==> src/rtl/irq_aggr_pkg.sv <==
package irq_aggr_pkg;
  localparam int unsigned REG_AW    = 2;
  localparam int unsigned VEC_SHIFT = 2;

  typedef enum logic [REG_AW-1:0] {
    REG_MASK  = 2'd0,
    REG_STAT  = 2'd1,
    REG_TACK  = 2'd2,
    REG_SPARE = 2'd3
  } reg_sel_e;
endpackage

==> src/rtl/irq_prio_enc.sv <==
module irq_prio_enc #(
  parameter int unsigned N  = 15,
  parameter int unsigned VW = $clog2(N + 1)
) (
  input  logic [N-1:0]  lines_i,
  output logic [VW-1:0] vec_o
);
  // lowest set line wins: scan downward so the last hit is the smallest index
  always_comb begin
    vec_o = '0;
    for (int i = N - 1; i >= 0; i--) begin
      if (lines_i[i]) vec_o = VW'(i + 1);
    end
  end
endmodule

==> src/rtl/irq_level_track.sv <==
module irq_level_track (
  input  logic clk_i,
  input  logic rst_ni,
  input  logic any_i,
  input  logic clr_i,
  output logic irq_o
);
  logic any_q, irq_q;
  logic rise, fall;

  assign rise = any_i & ~any_q;
  assign fall = ~any_i & any_q;

  always_ff @(posedge clk_i or negedge rst_ni) begin
    if (!rst_ni) begin
      any_q <= 1'b0;
      irq_q <= 1'b0;
    end else begin
      any_q <= any_i;
      if (clr_i)     irq_q <= 1'b0;
      else if (rise) irq_q <= 1'b1;
      else if (fall) irq_q <= 1'b0;
    end
  end

  assign irq_o = irq_q;

  AST_GEN_CLR_ON_STAT: assert property (@(posedge clk_i) disable iff (!rst_ni)
    clr_i |=> !irq_o);
  AST_GEN_HAS_SOURCE: assert property (@(posedge clk_i) disable iff (!rst_ni)
    irq_o |-> any_q);
  AST_GEN_RISE: assert property (@(posedge clk_i) disable iff (!rst_ni)
    (!clr_i && any_i && !any_q) |=> irq_o);
endmodule

==> src/rtl/irq_tick_cnt.sv <==
module irq_tick_cnt #(
  parameter int unsigned CNT_W = 4
) (
  input  logic             clk_i,
  input  logic             rst_ni,
  input  logic             tick_i,
  input  logic             ack_i,
  input  logic             en_i,
  output logic             irq_o,
  output logic [CNT_W-1:0] count_o
);
  localparam logic [CNT_W-1:0] CNT_MAX = '1;

  logic [CNT_W-1:0] cnt_q, cnt_d;
  logic             irq_q;

  always_comb begin
    cnt_d = cnt_q;
    unique case ({tick_i, ack_i})
      2'b10:   if (cnt_q != CNT_MAX) cnt_d = cnt_q + 1'b1;
      2'b01:   if (cnt_q != '0)      cnt_d = cnt_q - 1'b1;
      2'b11:   if (cnt_q == '0)      cnt_d = CNT_W'(1);
      default: cnt_d = cnt_q;
    endcase
  end

  always_ff @(posedge clk_i or negedge rst_ni) begin
    if (!rst_ni) begin
      cnt_q <= '0;
      irq_q <= 1'b0;
    end else begin
      cnt_q <= cnt_d;
      irq_q <= ~ack_i & (cnt_d != '0) & en_i;
    end
  end

  assign irq_o   = irq_q;
  assign count_o = cnt_q;

  AST_CNT_SATURATE: assert property (@(posedge clk_i) disable iff (!rst_ni)
    (cnt_q == CNT_MAX && tick_i && !ack_i) |=> cnt_q == CNT_MAX);
  AST_CNT_DECREMENT: assert property (@(posedge clk_i) disable iff (!rst_ni)
    (ack_i && !tick_i && cnt_q != '0) |=> cnt_q == $past(cnt_q) - 1'b1);
  AST_TMR_ACK_LOW: assert property (@(posedge clk_i) disable iff (!rst_ni)
    ack_i |=> !irq_o);
  AST_TMR_NEEDS_EVENT: assert property (@(posedge clk_i) disable iff (!rst_ni)
    irq_o |-> cnt_q != '0);
endmodule

==> src/rtl/irq_aggr.sv <==
module irq_aggr
  import irq_aggr_pkg::*;
#(
  parameter int unsigned N_DEV = 15,
  parameter int unsigned CNT_W = 4,
  parameter int unsigned DW    = N_DEV + 1
) (
  input  logic              clk_i,
  input  logic              rst_ni,
  input  logic [N_DEV-1:0]  dev_irq_i,
  input  logic              tick_i,
  input  logic              req_valid_i,
  input  logic              req_write_i,
  input  logic [REG_AW-1:0] req_addr_i,
  input  logic [DW-1:0]     req_wdata_i,
  output logic [DW-1:0]     req_rdata_o,
  output logic              gen_irq_o,
  output logic              tmr_irq_o
);
  localparam int unsigned VW    = $clog2(N_DEV + 1);
  localparam int unsigned TMR_B = N_DEV;

  reg_sel_e          sel;
  logic [DW-1:0]     mask_q, mask_d;
  logic              mask_wr, stat_acc, tack_acc;
  logic              gen_any;
  logic [VW-1:0]     vec;
  logic [CNT_W-1:0]  pend_cnt;

  assign sel      = reg_sel_e'(req_addr_i);
  assign mask_wr  = req_valid_i & req_write_i & (sel == REG_MASK);
  assign stat_acc = req_valid_i & (sel == REG_STAT);
  assign tack_acc = req_valid_i & (sel == REG_TACK);

  // next-value mask so a mask write moves the outputs at the same edge
  assign mask_d  = mask_wr ? req_wdata_i : mask_q;
  assign gen_any = |(dev_irq_i & mask_d[N_DEV-1:0]);

  always_ff @(posedge clk_i or negedge rst_ni) begin
    if (!rst_ni) mask_q <= '0;
    else         mask_q <= mask_d;
  end

  irq_prio_enc #(.N(N_DEV), .VW(VW)) u_enc (
    .lines_i (dev_irq_i),
    .vec_o   (vec)
  );

  irq_level_track u_gen (
    .clk_i  (clk_i),
    .rst_ni (rst_ni),
    .any_i  (gen_any),
    .clr_i  (stat_acc),
    .irq_o  (gen_irq_o)
  );

  irq_tick_cnt #(.CNT_W(CNT_W)) u_tmr (
    .clk_i   (clk_i),
    .rst_ni  (rst_ni),
    .tick_i  (tick_i),
    .ack_i   (tack_acc),
    .en_i    (mask_d[TMR_B]),
    .irq_o   (tmr_irq_o),
    .count_o (pend_cnt)
  );

  always_comb begin
    req_rdata_o = '0;
    if (req_valid_i && !req_write_i) begin
      unique case (sel)
        REG_MASK: req_rdata_o = mask_q;
        REG_STAT: req_rdata_o = DW'(vec) << VEC_SHIFT;
        REG_TACK: req_rdata_o = DW'(pend_cnt);
        default:  req_rdata_o = '0;
      endcase
    end
  end

  AST_VEC_HIT: assert property (@(posedge clk_i) disable iff (!rst_ni)
    (vec != '0) |-> dev_irq_i[vec - 1'b1]);
  AST_VEC_NONE: assert property (@(posedge clk_i) disable iff (!rst_ni)
    (vec == '0) |-> (dev_irq_i == '0));
  AST_MASK_HOLD: assert property (@(posedge clk_i) disable iff (!rst_ni)
    !mask_wr |=> $stable(mask_q));
  AST_TMR_GATED: assert property (@(posedge clk_i) disable iff (!rst_ni)
    tmr_irq_o |-> mask_q[TMR_B]);
endmodule

==> config.mk <==
export PLATFORM = sky130hd
export DESIGN_NAME = irq_aggr
export DESIGN_NICKNAME = d
export VERILOG_FILES = /design/src/rtl/irq_aggr_pkg.sv /design/src/rtl/irq_prio_enc.sv /design/src/rtl/irq_level_track.sv /design/src/rtl/irq_tick_cnt.sv /design/src/rtl/irq_aggr.sv
export SDC_FILE = /design/constraint.sdc
export NUM_CORES = 1
export LEC_CHECK = 0
export BUFFER_PORTS_ARGS = -buffer_cell sky130_fd_sc_hd__buf_2
export CORE_MARGIN = 2
export CORE_UTILIZATION = 31
export CTS_CLUSTER_DIAMETER = 80
export DETAILED_ROUTE_END_ITERATION = 8
export PLACE_DENSITY = 0.56
export SYNTH_ARGS = -nofsm -noshare
export SYNTH_HDL_FRONTEND = slang
export SYNTH_SLANG_ARGS = --single-unit
==> constraint.sdc <==
create_clock -name clk_i -period 1.9 [get_ports clk_i]
set_input_delay 0.095 -clock clk_i [delete_from_list [all_inputs] [get_ports clk_i]]
set_output_delay 0.095 -clock clk_i [all_outputs]
set_load 0.05 [all_outputs]
**Yosys cells after proc, flatten, opt, wreduce, memory -nomap -nowiden**

Cells that the tools add are included.

- Flip-flop bits (word level): 23
- Input port bits: 38
- Output and inout port bits: 18

- Add/sub/neg operators: 2
- Equality and inequality tests: 6
- Multiplexer cells: 25
- Bitwise operators: 12
- Reductions and logical operators: 8

Operators by type and width:

| operator | count |
|---|---|
| 4-bit 2-to-1 mux | 18 |
| 16-bit one-hot mux with 3 select lines | 1 |
| 16-bit 2-to-1 mux | 2 |
| 15-bit bitwise AND | 1 |
| 15-bit OR reduction | 1 |
| 4-bit one-hot mux with 3 select lines | 1 |
| 1-bit bitwise AND | 8 |
| 4-bit nonzero test | 2 |
| 2-bit == test (second input constant) | 3 |
| 4-bit by 1-bit adder with 4-bit output (second input constant) | 1 |
| 2-bit by 1-bit == test with 1-bit output (second input constant) | 2 |
| 4-bit zero test | 1 |
| 4-bit inequality test (second input constant) | 1 |
| 4-bit by 1-bit subtractor with 4-bit output (second input constant) | 1 |
| 1-bit 2-to-1 mux | 3 |
| 1-bit inverter | 3 |
| 3-bit nonzero test | 1 |
| 2-bit zero test | 1 |
| 1-bit logical AND | 1 |
| 1-bit zero test | 1 |

**Longest topological paths before layout**

Gate-level depths: netlist of the first run.

- Word-level depth: 17
- Depth in mapped cells: 9

**Hierarchy**

Synthesis of the first run repeated with hierarchy kept, for this count alone.

- Cell total of the unflattened synthesis: 160
- Area, all modules: 1,599.0 µm²

Modules (own cells, without submodules):

| module | instances | cells an instance | area an instance (µm²) |
|---|---|---|---|
| irq_aggr | 1 | 77 | 899.6 |
| irq_tick_cnt | 1 | 49 | 480.5 |
| irq_prio_enc | 1 | 29 | 152.6 |
| irq_level_track | 1 | 5 | 66.3 |

**Worst setup path before layout of the first run**

OpenSTA, ideal clock, no wires.

- Path type: in2out
- Start point: in dev_irq_i[11]
- End point: out req_rdata_o[3]
- Arrival: 3.154 ns
- Required time: 1.805 ns
- Path slack: -1.349 ns
- Cell stages on the path: 5
- Cells stage by stage: o31ai_1 > a211oi_1 > o31ai_1 > a221oi_1 > a2111oi_0

- Word-level cells in the longest chain between the ends: 14

Ends and longest elaborated chain:

| element | line | RTL |
|---|---|---|
| start: declaration | irq_aggr.sv:10 | `input logic [N_DEV-1:0] dev_irq_i,` |
| 4-bit 2-to-1 mux (12 in series) | irq_prio_enc.sv:12 | `if (lines_i[i]) vec_o = VW'(i + 1);` |
| 16-bit one-hot mux with 3 select lines | irq_aggr.sv:70 | `unique case (sel)` |
| 16-bit 2-to-1 mux | irq_aggr.sv:69 | `if (req_valid_i && !req_write_i) begin` |
| end: declaration | irq_aggr.sv:16 | `output logic [DW-1:0] req_rdata_o,` |

No other way between the ends.

**Worst setup path in the final report of the first run**

- Start point: reg u_tmr.cnt_q[0], in the netlist u_tmr.count_o[0]
- End point: reg u_tmr.irq_q, in the netlist u_tmr.irq_o

- Word-level cells in the longest chain between the ends: 6
- Elaborated cells on any way between the ends: 12

Ends and longest elaborated chain:

| element | line | RTL |
|---|---|---|
| start: declaration | irq_tick_cnt.sv:14 | `logic [CNT_W-1:0] cnt_q, cnt_d;` |
| start signal: assignment | irq_tick_cnt.sv:32 | `cnt_q <= cnt_d;` |
| 4-bit by 1-bit subtractor with 4-bit output (tied with other cells) | irq_tick_cnt.sv:21 | `2'b01: if (cnt_q != '0) cnt_d = cnt_q - 1'b1;` |
| 4-bit 2-to-1 mux, on equally long branches | irq_tick_cnt.sv:21, irq_tick_cnt.sv:20, irq_tick_cnt.sv:22 |  |
| 4-bit one-hot mux with 3 select lines (*) | irq_tick_cnt.sv:19 | `unique case ({tick_i, ack_i})` |
| net u_tmr.cnt_d[0] | irq_tick_cnt.sv:14 |  |
| 4-bit nonzero test (*) | irq_tick_cnt.sv:33 | `irq_q <= ~ack_i & (cnt_d != '0) & en_i;` |
| 1-bit bitwise AND (*) (2 in series) | irq_tick_cnt.sv:33 |  |
| end signal: assignment | irq_tick_cnt.sv:33 |  |
| end: declaration | irq_tick_cnt.sv:15 | `logic irq_q;` |

The timed path passes the listed nets; every way through them passes the cells marked *.
A chain may end at the register's enable or synchronous reset.

==> results of run 1 <==
[how the worst max path moves through the flow]
| stage | to | slack, ns | cells past startpoint | startpoint |
|---|---|---|---|---|
| after floorplan | u_gen.irq_o | -0.02 | 8 | req_addr_i[0] |
| after global placement | u_gen.irq_o | -0.16 | 9 | req_addr_i[1] |
| after detailed placement | u_gen.irq_o | -0.20 | 9 | req_addr_i[1] |
| after CTS | u_tmr.irq_o | -0.008 | 8 | u_tmr.count_o[1] |
| after global routing | u_tmr.irq_o | -0.03 | 7 | u_tmr.count_o[0] |
| final | u_tmr.irq_o | 0.03 | 8 | u_tmr.count_o[0] |
[report_power, final]
part	internal, W	switching [W]	total, W
Sequential	0.000620	0.000104	0.000724
Combinational	0.000526	0.000528	0.00105
Clock	0.000148	0.000164	0.000313
Total	0.00129	0.000797	0.00209
[metal layers]
| metal | share of wire | wire (um) | vias up |
|---|---|---|---|
| li1 | - | - | 813 |
| met1 | 0.48 | 2280 | 764 |
| met2 | 0.47 | 2240 | 46 |
| met3 | 0.043 | 204 | 2 |
| met4 | 0.0071 | 34 | 0 |
| met5 | 0 | 0 | - |
[through the flow]
step | hold WS [ns] | setup WS (ns) | TNS [ns] | area, sq um | total power, W
2_1_floorplan | -0.201 | -0.0199 | -0.0199 | 1750 | 0.00130
3_5_place_dp | 0.108 | -0.200 | -0.266 | 2210 | 0.00164
3_3_place_gp | 0.105 | -0.160 | -0.232 | 2210 | 0.00163
4_1_cts | 0.0645 | -0.00811 | -0.00811 | 2290 | 0.00201
6_report | 0.0714 | 0.0320 | 0 | 2390 | 0.00209
5_1_grt | 0.0557 | -0.0274 | -0.0274 | 2390 | 0.00224
[Yosys cell counts, types with 2 or more instances]
cell        n  area (sq um)
o31ai_1     2          15.0
mux2_2     16           180
buf_6       2          22.5
nand2b_1    3          18.8
nand2_1    24          90.1
ha_1        3          37.5
o21ai_0     7          35.0
o221a_2     2          22.5
nor2_1     12          45.0
nand3_1     6          30.0
a221oi_1    2          17.5
and2_1     13          81.3
mux2i_1    12           120
a21oi_1     5          25.0
o31a_1      2          17.5
nand4_1     3          18.8
inv_1       8          30.0
dfrtp_1    23           576
clkbuf_1    4          15.0
nor4_1      2          12.5
nor3_1      6          30.0
a2111oi_2   3          45.0
[critical path: stages (launching register included)]
cell and delay (ns):
dfrtp_1 0.44, inv_2 0.10, ha_4 0.14, nand2_2 0.06, ha_4 0.25, o21ai_1 0.05, o221a_2 0.27, or2_4 0.23
o31a_1 0.23
[state kept, by name (all words and copies together) (netlist names)]
| name | count |
|---|---|
| u_tmr.count_o | 4 |
| mask_q | 16 |
| u_gen.any_q | 1 |
| u_tmr.irq_o | 1 |
| u_gen.irq_o | 1 |
[cell families (layout without fill, tap and decap cells)]
kind of cell             after synthesis  count (layout)  synth area share
AND/OR/NAND/NOR                       76              76             0.236
AO/OA/AOI/OAI                         32              32             0.154
multiplexers                          28              28             0.180
flip-flops                            23              23             0.345
buffers and inverters                 16              96            0.0555
adder cells (fa/ha/maj)                4               4            0.0293
[final cells by class]
cell class,instances,area (sq um),share of cell area
Clock buffer,3,41.3,0.0173
Tap cell,70,87.6,0.0367
Multi-Input combinational cell,140,1130,0.472
Sequential cell,23,576,0.241
Timing Repair Buffer,84,518,0.217
Inverter,8,30.0,0.0126
Clock inverter,1,7.51,0.00315
[repair_timing]
item / in CTS / in global routing
hold endpoints to repair: 23 / 0
resized for setup: 5 / 10
endpoints found under the setup margin: 1 / 2
pin swaps: 5 / 7
setup buffers: 1 / 8
hold buffers: 1 / 0
==> out/metrics.csv, run 1 <==
metric,value,unit
clock_skew,0.00604,ns
root_buffer,clkbuf_8,
top_usage_layer,met2,
hold_end,mask_q[13],
r2r-end,u_tmr.irq_o,
clk-insertion-delay-late,0.27,ns
vias,1625,
fill_cells,520,
final_common_cell,buf_2,
ios,56,
hold_viol_final,0,
gr-usage-met1,0.226,
layout_common_cells,"buf_2 (54), buf_4 (26), nand2_1 (23), dfrtp_1 (23), and2_1 (13)",
cp.arrival,2.03,ns
p_leak,1.10,nW
timing.fmax,535,MHz
synth_edf_count,0,
grt_overflow,0,
grt_use_met2,0.261,
via_per_inst,4.94,
ys_seq_elements,23,
cts_buffers,3,
maxCapViolCount,0,
utilization,0.464,
cp.required,2.06,ns
grt_pass1_vias,1581,
io_buffers,55,
insertedDiodeCount,0,
grt_antenna_before_repair,0,
gr-usage-met3,0.0326,
wl_per_cell,14.5,um
clkTransAtPathRegs,0.09,ns
timing_worst_setup_path_type,reg2reg,
r2r_slack,0.03,ns
grt_max_degree,24,
globalRouteTotalUtil,0.162,
placeableCoreArea,0.00514,sq mm
clk_path_buf_depth,2,
syn_avg_cell_area,9.32,sq um
dp.cells,315,
rsz0062_at_grt,yes,
worst_pin_slew,0.543,ns
ir_worst_vdd,0.000542,V
dpl.hpwl,3720,um
die_width,77.4,um
h-tree-depth,1,
cp-start-kind,flip-flop,
synth_cell_type_count,41,
drtIter0Drc,91,
drive_gt1_frac,0.475,
r2r_start,u_tmr.count_o[0],
worstSetupEndpointType,flip-flop,
finalMaxSlewViolations,0,
synth-seq-area-share,0.345,
die_h,77.4,um
cts_tree,done,
synth_ff_type,dfrtp_1,
final_antenna_net_count,0,
grt_pass1_wl,7680,um
hold_depth,2,
reg2reg_depth,8,
synth_warnings,0,
slew-limit-headroom,0.638,
power_density,876,mW/mm^2
hold_start,req_wdata_i[13],
dieArea,0.00598,sq mm
fin_cells,329,
setup_viol,0,
hold_class,in2reg,
nets,301,
start_util,0.324,
syn_area,0.00167,sq mm
syn-instance-count,179,
synthesis.nets,220,
numClockSinks,23,
place_congestion,0.790,
rows,26,
fin_crit_sh,0.983,
crit_fanout,4,
final.min_clock_period,1.87,ns
routed_wl,4760,um
drtPass1Iterations,4,
synthToLayoutAreaGrowth,43.1,%
async_flop_share,1.00,
status,"finished, final reports clean",
drc_errors,0,
No activity file was read; power rests on OpenSTA's default activity.
==> inputs of run 2 (changes only) <==
--- a/config.mk
+++ b/config.mk
@@ -10,7 +10,8 @@
 export CORE_UTILIZATION = 31
 export CTS_CLUSTER_DIAMETER = 80
 export DETAILED_ROUTE_END_ITERATION = 8
-export PLACE_DENSITY = 0.56
+export PLACE_DENSITY = 0.54
+export REMOVE_ABC_BUFFERS = 1
 export SYNTH_ARGS = -nofsm -noshare
 export SYNTH_HDL_FRONTEND = slang
 export SYNTH_SLANG_ARGS = --single-unit
==> constraint.sdc (replaced) <==
create_clock -name clk_i -period 1.79 [get_ports clk_i]
set_input_delay 0.0895 -clock clk_i [delete_from_list [all_inputs] [get_ports clk_i]]
set_output_delay 0.0895 -clock clk_i [all_outputs]
set_load 0.05 [all_outputs]
==> run 2 against run 1 <==
The flow now finishes with violations (negative setup slack). Total power grew 10%. Final area up 2.5%. Clock skew grew 0.0010 ns. Combinational power up 15%. Core utilization is 1.1 points higher. Worst setup slack worse by 0.17 ns. Global-route usage up 0.14 points. Count of clock-buffer cells in the layout is the same. Sequential cell count is the same. First-iteration DRC count increased by 76%. Die area is the same. Via count rose by 1.4%. Highest routed layer unchanged.
==> out/metrics.csv, run 2 (same netlist as run 1, synthesis figures left out) <==
metric,value,unit,change
power_density,940,mW/mm^2,+7.3%
h-tree-depth,1,,unchanged
setup_viol,2,,+2
drtPass1Iterations,4,,unchanged
rows,26,,unchanged
rsz0062_at_grt,yes,,
grt_pass1_vias,1534,,-3.0%
hold_class,in2reg,,
clkTransAtPathRegs,0.09,ns,about the same
wl_per_cell,14.7,um,+1.5%
regMostFlops,mask_q,,
grt_pass1_wl,7790,um,+1.4%
io_buffers,55,,unchanged
setup_tns,-0.185,ns,-0.185 ns
internal_power,0.00143,W,+11%
layout_common_cells,"buf_2 (51), buf_4 (32), nand2_1 (23), dfrtp_1 (22), and2_1 (13)",,
start_util,0.324,,unchanged
layout_setup_ws,-0.142,ns,-0.174 ns
numClockSinks,23,,unchanged
switchingPower,0.000864,W,+8.4%
regArea,577,sq um,+0.22%
largest_reg_flops,16,,unchanged
drive_gt1_frac,0.492,,+0.0175
routed_wl,4910,um,+3.1%
maxCapViolCount,0,,unchanged
placeableCoreArea,0.00514,sq mm,unchanged
fin_crit_sh,1.08,,
die_width,77.4,um,unchanged
grt_antenna_before_repair,0,,unchanged
place_congestion,0.922,,+17%
clk-insertion-delay-late,0.27,ns,about the same
insertedDiodeCount,0,,unchanged
ir_worst_vdd,0.000466,V,-14%
cp-start-kind,input port,,
grt_max_degree,24,,unchanged
hold_viol_final,0,,unchanged
drc_errors,0,,unchanged
timing_worst_setup_path_type,in2reg,,
critical-path-slowest-cell,nor4bb_4,,
combPwrFrac,0.526,,+0.022
crit_fanout,5,,+1
cts_buffers,3,,unchanged
multiInputGateArea,0.00114,sq mm,+1.2%
worstSetupEndpointType,flip-flop,,
root_buffer,clkbuf_8,,
grt_overflow,0,,unchanged
seqPwrFrac,0.327,,-0.019
final_antenna_net_count,0,,unchanged
cp.arrival,2.09,ns,+0.06 ns
swShare,0.376,,-0.00544
pwr-share-clk,0.146,,-0.004
timing.fmax,518,MHz,
globalRouteTotalUtil,0.163,,+0.00136
slew-limit-headroom,0.629,,-0.00842
finalMaxSlewViolations,0,,unchanged
cp.required,1.95,ns,-0.11 ns
power,0.00230,W,+10%
nets,306,,+1.7%
die_h,77.4,um,unchanged
final.min_clock_period,1.93,ns,
fill_cells,531,,+2.1%
dpl.hpwl,3740,um,+0.66%
synthToLayoutAreaGrowth,46.6,%,
cts_tree,done,,
violations,negative setup slack,,
final_common_cell,buf_2,,
p_leak,1.14,nW,+3.7%
status,"complete, but fails checks",,
vias,1648,,+1.4%
clk_path_buf_depth,2,,unchanged
cp_slowest_stage_delay,0.37,ns,-0.07 ns
dieArea,0.00598,sq mm,unchanged
drtIter0Drc,160,,+76%
via_per_inst,4.93,,-0.10%
path_cells,"buf_8, nor4bb_4, buf_6, mux2_4, a222oi_1, nand4_1, maj3_2, o31a_1",,
clock_skew,0.00706,ns,+0.00102 ns
whs,0.0612,ns,-0.0102 ns
ios,56,,unchanged
worst_pin_slew,0.556,ns,+0.0126 ns
==> run 2: changes by cell type in the layout (fill, tap and decap cells not counted), sizes merged <==
cell	previous run	this run
clkbuf	3	4
buf	83	87
==> run 2: area by class of cell <==
cell class | count | share of cell area
clock buffers | 3 | 0.0169
clock inverters | 1 | 0.00307
inverters | 8 | 0.0123
multi-input cells | 140 | 0.466
flip-flops and latches | 23 | 0.236
well taps | 70 | 0.0358
repair buffers | 89 | 0.230
==> run 2: per-stage QoR <==
stage                util  worst slack, ns  cell area, sq um  std cells
global route        0.476           -0.195              2440        334
floorplan               -            -1.44              1610        171
CTS                 0.459           -0.139              2360        331
global placement    0.424           -0.415              2180        324
detailed placement  0.424           -0.462              2180        324
finish              0.476           -0.142              2440        334
==> run 2: final timing paths <==
kind,cells after the start,end,slack (ns),startpoint
hold reg to reg,1,mask_q[4],0.52,mask_q[4]
min in group asynchronous,2,mask_q[13],0.33,rst_ni
setup / recovery,8,u_gen.irq_o,-0.14,req_addr_i[0]
setup reg to reg,8,u_tmr.irq_o,-0.04,u_tmr.count_o[0]
hold / removal,2,mask_q[14],0.06,req_wdata_i[14]
max in group asynchronous,2,u_tmr.count_o[1],1.06,rst_ni
==> run 2: timing repair <==
item / CTS / global route
setup buffers: 1 / 3
gates resized for setup: 24 / 16
setup endpoints to repair: 2 / 4
hold buffers: 1 / 0
cloned: 1 / 0
hold endpoints to repair: 23 / 0
pin swaps: 9 / 10
==> run 2: power groups by stage <==
stage	logic [W]	clock network [W]	registers, W
2_1_floorplan	0.000475	0	0.000815
5_1_grt	0.00130	0.000359	0.000772
3_3_place_gp	0.000941	0	0.000754
3_5_place_dp	0.000950	0	0.000754
6_report	0.00121	0.000337	0.000753
4_1_cts	0.00109	0.000345	0.000751
==> run 2: worst max-delay path: cells and delay by family <==
| family | cells | cell delay [ns] |
|---|---|---|
| muxes | 1 | 0.31 |
| and+or+nand+nor | 2 | 0.58 |
| adders and majority gates | 1 | 0.34 |
| AOI/OAI and AO/OA | 2 | 0.47 |
| buffers and inverters | 2 | 0.30 |
==> run 2: layer usage <==
metal / up-vias / share of wire / track usage
met5: - / 0 / 0
met1: 767 / 0.48 / 0.236
met3: 8 / 0.057 / 0.0291
met4: 0 / 0.016 / 0.0393
li1: 819 / - / -
met2: 54 / 0.45 / 0.252
